[src/rtl/scan_pkg.sv]
package scan_pkg;
  typedef enum logic [1:0] {
    OP_ADD = 2'd0,
    OP_MUL = 2'd1,
    OP_MAX = 2'd2,
    OP_CPY = 2'd3
  } scan_op_e;
endpackage

[src/rtl/scan_alu.sv]
module scan_alu
  import scan_pkg::*;
#(
  parameter int W = 32
) (
  input  scan_op_e       op_i,
  input  logic [W-1:0]   acc_i,
  input  logic           emp_i,
  input  logic [W-1:0]   x_i,
  output logic [W-1:0]   ident_o,
  output logic [W-1:0]   y_o
);
  localparam logic [W-1:0] ONE = {{(W-1){1'b0}}, 1'b1};

  always_comb begin
    ident_o = (op_i == OP_MUL) ? ONE : '0;
    unique case (op_i)
      OP_ADD:  y_o = acc_i + x_i;
      OP_MUL:  y_o = acc_i * x_i;
      OP_MAX:  y_o = (x_i > acc_i) ? x_i : acc_i;
      default: y_o = emp_i ? x_i : acc_i;
    endcase
  end
endmodule

[src/rtl/scan_lane.sv]
module scan_lane
  import scan_pkg::*;
#(
  parameter int W = 32
) (
  input  logic           clk_i,
  input  logic           rst_ni,
  input  scan_op_e       op_i,
  input  logic           start_i,
  input  logic           act_i,
  input  logic           en_i,
  input  logic [W-1:0]   x_i,
  output logic [W-1:0]   cur_o,
  output logic [W-1:0]   nxt_o
);
  logic [W-1:0] acc_q, ident;
  logic         emp_q, cur_emp;
  logic [W-1:0] nxt_raw;

  // running value seen by this element, before its own contribution
  assign cur_emp = start_i | emp_q;

  scan_alu #(.W(W)) u_alu (
    .op_i    (op_i),
    .acc_i   (cur_o),
    .emp_i   (cur_emp),
    .x_i     (x_i),
    .ident_o (ident),
    .y_o     (nxt_raw)
  );

  assign cur_o = start_i ? ident : acc_q;
  assign nxt_o = nxt_raw;

  always_ff @(posedge clk_i or negedge rst_ni) begin
    if (!rst_ni) begin
      acc_q <= '0;
      emp_q <= 1'b1;
    end else if (en_i) begin
      acc_q <= act_i ? nxt_raw : cur_o;
      emp_q <= act_i ? 1'b0 : cur_emp;
    end
  end
endmodule

[src/rtl/scan_unit.sv]
module scan_unit
  import scan_pkg::*;
#(
  parameter int W = 32
) (
  input  logic           clk_i,
  input  logic           rst_ni,
  input  logic [1:0]     op_i,
  input  logic           incl_i,
  input  logic           in_valid_i,
  output logic           in_ready_o,
  input  logic [W-1:0]   in_data_i,
  input  logic           in_seg_i,
  input  logic           in_act_i,
  input  logic           in_last_i,
  output logic           out_valid_o,
  input  logic           out_ready_i,
  output logic [W-1:0]   out_data_o,
  output logic           red_valid_o,
  output logic [W-1:0]   red_data_o
);
  localparam int NL = 2;  // lane 0: segment scan, lane 1: whole-sequence reduction
  localparam logic [W-1:0] ONE = {{(W-1){1'b0}}, 1'b1};

  scan_op_e     op;
  logic         accept, out_fire;
  logic         first_q;
  logic [NL-1:0] start;
  logic [W-1:0] cur [NL];
  logic [W-1:0] nxt [NL];
  logic [W-1:0] res;

  logic         out_valid_q, out_last_q, red_valid_q;
  logic [W-1:0] out_data_q, red_pend_q, red_data_q;

  assign op         = scan_op_e'(op_i);
  assign in_ready_o = !out_valid_q || out_ready_i;
  assign accept     = in_valid_i && in_ready_o;
  assign out_fire   = out_valid_q && out_ready_i;

  assign start[0] = first_q | in_seg_i;
  assign start[1] = first_q;

  for (genvar g = 0; g < NL; g++) begin : g_lane
    scan_lane #(.W(W)) u_lane (
      .clk_i   (clk_i),
      .rst_ni  (rst_ni),
      .op_i    (op),
      .start_i (start[g]),
      .act_i   (in_act_i),
      .en_i    (accept),
      .x_i     (in_data_i),
      .cur_o   (cur[g]),
      .nxt_o   (nxt[g])
    );
  end

  assign res = !in_act_i ? in_data_i : (incl_i ? nxt[0] : cur[0]);

  always_ff @(posedge clk_i or negedge rst_ni) begin
    if (!rst_ni) begin
      first_q     <= 1'b1;
      out_valid_q <= 1'b0;
      out_last_q  <= 1'b0;
      out_data_q  <= '0;
      red_pend_q  <= '0;
      red_data_q  <= '0;
      red_valid_q <= 1'b0;
    end else begin
      red_valid_q <= out_fire && out_last_q;
      // staged so a back-to-back sequence cannot overwrite the pending total
      if (out_fire && out_last_q) red_data_q <= red_pend_q;
      if (accept) begin
        first_q     <= in_last_i;
        out_valid_q <= 1'b1;
        out_data_q  <= res;
        out_last_q  <= in_last_i;
        if (in_last_i) red_pend_q <= in_act_i ? nxt[1] : cur[1];
      end else if (out_ready_i) begin
        out_valid_q <= 1'b0;
      end
    end
  end

  assign out_valid_o = out_valid_q;
  assign out_data_o  = out_data_q;
  assign red_valid_o = red_valid_q;
  assign red_data_o  = red_data_q;


  pass_chk: assert property (@(posedge clk_i) disable iff (!rst_ni)
    accept && !in_act_i |=> out_data_o == $past(in_data_i));

  seg_add_chk: assert property (@(posedge clk_i) disable iff (!rst_ni)
    accept && in_act_i && in_seg_i && incl_i && op == OP_ADD |=> out_data_o == $past(in_data_i));

  excl_mul_chk: assert property (@(posedge clk_i) disable iff (!rst_ni)
    accept && in_act_i && in_seg_i && !incl_i && op == OP_MUL |=> out_data_o == ONE);

  max_floor_chk: assert property (@(posedge clk_i) disable iff (!rst_ni)
    accept && in_act_i && incl_i && op == OP_MAX |=> out_data_o >= $past(in_data_i));

  mul_zero_chk: assert property (@(posedge clk_i) disable iff (!rst_ni)
    accept && in_act_i && incl_i && op == OP_MUL && in_data_i == '0 |=> out_data_o == '0);

  hold_chk: assert property (@(posedge clk_i) disable iff (!rst_ni)
    out_valid_o && !out_ready_i |=> out_valid_o && $stable(out_data_o));
endmodule

[config.mk]
export PLATFORM = sky130hd
export DESIGN_NAME = scan_unit
export DESIGN_NICKNAME = d
export VERILOG_FILES = /design/src/rtl/scan_pkg.sv /design/src/rtl/scan_alu.sv /design/src/rtl/scan_lane.sv /design/src/rtl/scan_unit.sv
export SDC_FILE = /design/constraint.sdc
export NUM_CORES = 2
export LEC_CHECK = 0
export BUFFER_PORTS_ARGS = -buffer_cell sky130_fd_sc_hd__buf_2
export CAP_MARGIN = 10
export CORE_MARGIN = 3
export CORE_UTILIZATION = 35
export DETAILED_ROUTE_END_ITERATION = 7
export PLACE_DENSITY = 0.58
export SLEW_MARGIN = 40
export SYNTH_ARGS = -nofsm -noshare
export SYNTH_HDL_FRONTEND = slang
export SYNTH_SLANG_ARGS = --single-unit
[constraint.sdc]
create_clock -name clk_i -period 20.6 [get_ports clk_i]
set_input_delay 1.03 -clock clk_i [delete_from_list [all_inputs] [get_ports clk_i]]
set_output_delay 1.03 -clock clk_i [all_outputs]
set_load 0.02 [all_outputs]
# == Yosys cells after proc, flatten, opt, wreduce, memory -nomap -nowiden ==
# Index checks and enable logic that the tools add are counted.
# W data, S select, Z words.
# totals
regBits,166
in_bits,42
output_inout_bits,67
# classes
addsub,2
mul,2
order_cmp,2
n_eq_ne,2
n_mux,17
bitwise_logic,3
n_reduce_logical,8
# ops
op,count
$mux W32,10
$pmux W32 S3,2
$add A32 B32 Y32,2
$gt A32 B32 Y1,2
$mul A32 B32 Y32,2
$mux W1,5
$logic_and A1 B1 Y1,3
$or A1 B1 Y1,3
$eq A2 B1 Y1 const B,1
$eq A2 B2 Y1 const B,1
$logic_not A2 Y1,1
$reduce_and A2 Y1,1
$reduce_bool A2 Y1,1
$logic_not A1 Y1,1
$logic_or A1 B1 Y1,1

# == Depth between registers and ports, before layout ==
# depth
depth_word,8
mapped_depth,33
mapped_depth_nobuf,31

# == Cells and area by module ==
# From an unflattened synthesis, not the netlist that was laid out.
# hier_totals
cells_unflattened,5284
area_unflattened_um2,47503.1
# modules_own_cells
mod,n_inst,cells_per_inst,area_per_inst_um2,seq_area_each_um2
scan_alu (g_lane[0].u_lane.u_alu),1,2288,19401.1,0.0
scan_alu (g_lane[1].u_lane.u_alu),1,2258,19297.3,0.0
scan_unit,1,358,4820.9,2503.7
scan_lane,2,190,1991.9,827.0

# == Worst setup path before layout ==
# No wires, ideal clock.
# synth_timing
kind,input -> register
from,in in_seg_i
to,"reg out_data_q[25], in the netlist out_data_o[25]"
t_arrival_ns,8.587
required_time_ns,20.535
setup_slack_ns,11.948
cell_stages,27
n_path_buf,4
path_cell_list,buf_2 -> buf_2 -> nor3b_1 -> clkbuf_1 -> clkbuf_1 -> and2_1 -> fa_1 -> fa_1 -> fa_1 -> inv_1 -> fa_1 -> inv_1 -> fa_1 -> inv_1 -> fa_1 -> inv_1 -> fa_1 -> fa_1 -> ha_1 -> and3_1 -> nand3_1 -> o41ai_1 -> a21boi_0 -> xor2_1 -> mux4_2 -> a21oi_1 -> o221a_2
# synth_via
elab_chain_len,7
elab_cells_between_ends,11
# synth_lines
element,line,source
"start, declared",scan_unit.sv:13,"input logic in_seg_i,"
$or A1 B1 Y1 *,scan_unit.sv:41,assign start[0] = first_q | in_seg_i;
"parallel branches: the longest is 4 deep, another holds $mul A32 B32 Y32",-,
$mux W32 * (2 in a row),scan_unit.sv:58,assign res = !in_act_i ? in_data_i : (incl_i ? nxt[0] : cur[0]);
"end signal, assigned",scan_unit.sv:76,out_data_q <= res;
"end, declared",scan_unit.sv:34,"logic [W-1:0] out_data_q, red_pend_q, red_data_q;"
# Mark *: on every way between the ends.
# A chain may end at the register's enable or synchronous reset.

# == Final worst setup path ==
# layout_timing
from,reg first_q
to,reg g_lane[1].u_lane.acc_q[29]
# layout_via
elab_chain_len,5
elab_cells_between_ends,9
# layout_lines
element,line,source
"start, declared",scan_unit.sv:27,logic first_q;
"start signal, assigned",scan_unit.sv:74,first_q <= in_last_i;
"parallel branches: the longest is 4 deep, another holds $mul A32 B32 Y32",-,
$mux W32 *,scan_lane.sv:40,acc_q <= act_i ? nxt_raw : cur_o;
"end signal, assigned",scan_lane.sv:40,
"end, declared",scan_lane.sv:16,"logic [W-1:0] acc_q, ident;"
# Marked as above.

==> metrics <==
CTS tree yes; Post-synth EDFFs 0; Register-to-Register Path Depth 25; Synth Flop Type dfrtp_1; GR peak layer met2; CP startpoint first_q; Resize count post-CTS 0; CTS Buffer Depth 3; biggest cell delay along the critical path 1.07 ns; post-synth top area share about a third; Detail Route Antenna Nets 0; Via Count roughly 40000; M3 GR Usage under 10%; fin crit period ~10 ns; GRT met2 Usage 40.10%; max-slew violations 0; # DRC 0; vias in the first global route slightly above 40000; number of hold buffers added after CTS 0; CP Launch Type register; Critical Path RT ~21 ns; Seq/Total Area, Yosys ~9%; Slew headroom between 30% and 40%; crit-path leading delay family adder cells; first drt pass iteration count 7; actual slew at the worst max-slew pin between 0.9 and 1 ns; Die Y between 300 and 400 um; top cells by area, synth fa_1, ha_1, dfrtp_1; area grow syn2layout 7.029%; Fmax approximately 100 MHz; post-layout util between 30% and 40%; post-synthesis net count approximately 6700; nets@finish between 6000 and 7000; Initial Util 35.42%; Post-CTS Setup Bufs 0; Synth Area in Compound Gates between 10% and 20%; Hold WC Path Type reg -> reg; Top Ports between 100 and 150; Clock Latency Late Sink between 0.5 and 0.6 ns; clock net sink count about 170; Worst R2R Start first_q; antenna violations before repair 10; Fin. Hold Viols 0; DIE AREA between 100000 and 150000 sq um; root buffer cell clkbuf_16; Clk pin slew, worst setup/hold paths about 0.08 ns; Syn Inst Count 5426; max_cap viols 0; Detailed Place HPWL about 140000 um; Fillers between 10000 and 15000; Clock Skew 0.02497 ns; routability cong. 0.9569; Final period util approximately half; GRT Residual Overflow 0; ys async rst share 100.0%; worst hold path depth 2; hold slack about 0.48 ns; first-pass GRT wire length approximately 280000 um; vias per cell 5.692; core area 132000 sq um; RSZ-0062 raised after global routing false; crit-path max FO 39; mapped cell area roughly 47000 sq um; CP arrival between 10 and 15 ns; cell mode on critical path fa_1; WS Path Type reg -> reg; synth warn 0; worst hold start g_lane[1].u_lane.acc_q[16]; Mean Syn Cell Area around 8.6 sq um; Final Setup Violations 0; DRT iter0 DRCs 4671; status finished, final reports clean; share of layout cells above drive strength 1 7.934%; Routed Wire Length 185200 um; Hold Path End g_lane[1].u_lane.acc_q[16]; largest net degree at the start of global routing 71; H-tree depth 4; Setup TNS Final 0 ns; # port buffers around 110; Placement Rows approximately 130; Post-Synth Simple-Gate Area between 15 and 20%; adder-cell area share of the yosys netlist between 40% and 50%; post-synthesis sequential element count between 150 and 200; Critical R2R Capture g_lane[1].u_lane.acc_q[29]; CTS buffer count 25; CP endpoint kind register; Worst Path Buf+Inv 5; slowest CP cell dfstp_2; DR WL/cell approximately 26 um; total track usage between 20 and 30%; Die Wd ~370 um; area leader, netlist fa_1; met1 Use GR about two fifths; largest family of logic cells by synthesized area adder cells; post-synth cell types 103; Register-to-Register Setup Slack ~10 ns; xor and xnor area share after synthesis approximately 3.9%; post-synthesis mux area share between 3 and 4%
## layer usage
metal | routed length [um] | vias up
met1 | 78670 | 20710
met2 | 78280 | 2407
li1 | - | 16950
met3 | 20700 | 429
met4 | 7494 | 4
met5 | 24 | -
## area by class of cell
class,count,area (sq um),area share (%)
multi-input cells,4006,37990,75.93
inverters,924,3468,6.932
flip-flops and latches,166,4158,8.310
repair buffers,228,1500,2.999
well taps,1755,2196,4.389
diodes,4,10.01,0.02001
clock inverters,5,75.07,0.1501
clock buffers,28,636.9,1.273
## layout by cell type, fill, tap and decap left out, drive strengths merged, types with 145 or more instances in the layout
cell type  netlist  final
a21oi          211    211
inv            913    912
and2           355    355
xnor2          145    145
nand2          691    691
fa             818    818
ha             385    385
o21ai          191    191
buf             32    228
nor2           280    280
dfrtp          163    163
## flip-flops by register name, summed over array words and instances (netlist names)
name and flops:
out_valid_o 1, g_lane.u_lane.acc_q 64, g_lane.u_lane.emp_q 2, out_data_o 32, first_q 1, red_valid_o 1
out_last_q 1, red_data_o 32, red_pend_q 32
## cell families after synthesis
| logic type | count (synthesis) |
|---|---|
| AOI/OAI and AO/OA | 766 |
| xor gates and xnor gates | 203 |
| adders and majority gates | 1203 |
| buffers and inverters | 1254 |
| DFF | 166 |
| muxes | 118 |
| and+or+nand+nor | 1716 |
## worst max path at each step
| stage | to | slack, ns | cells after the start |
|---|---|---|---|
| floorplan | out_data_o[25] | 11.95 | 27 |
| global placement | out_data_o[25] | 10.36 | 31 |
| detailed placement | g_lane[0].u_lane.acc_q[24] | 10.49 | 29 |
| CTS | g_lane[1].u_lane.acc_q[29] | 10.49 | 25 |
| global route | g_lane[1].u_lane.acc_q[29] | 9.88 | 25 |
| finish | g_lane[1].u_lane.acc_q[29] | 10.35 | 25 |
## through the flow
step	std cells	worst slack, ns	cell area, sq um
finish	7116	10.35	50030
global route	7112	9.883	50020
CTS	7111	10.49	50000
detailed placement	7078	10.49	49290
global placement	7074	10.36	49190
floorplan	5426	11.95	46740
## synth_stat cells (6+ instances only)
cell,instances
nand3_1,50
o21a_1,28
o211ai_1,23
a32o_1,6
o221ai_1,10
nor3b_1,12
a211oi_1,27
o21bai_1,23
mux4_2,20
and3_1,90
mux2_2,63
a22o_1,12
o21ai_1,21
a21oi_1,211
o22ai_1,14
o311ai_0,10
a21o_1,49
nor4_1,15
and2_1,355
dfrtp_1,163
nand2b_1,33
or3_1,28
inv_1,909
mux2i_1,33
nand4_1,9
xor2_1,55
nor3_1,66
xnor2_1,145
a31oi_1,44
nor4b_1,6
buf_1,10
buf_2,15
fa_1,818
clkinv_1,11
or2_2,9
nor3b_2,8
ha_1,385
o2111ai_1,6
o31ai_1,17
o21ai_0,170
clkbuf_1,297
a221oi_1,13
nor2b_1,35
nor2_1,278
nand2_1,690
## tightest hold or removal path: stages (launching register included)
cell	delay, ns
dfrtp_1	0.34
nand2_1	0.05
o21ai_0	0.06
Power is left out: the tool's default activity adds up to more than one toggle a clock period on the data nets, which glitch-free logic cannot reach.
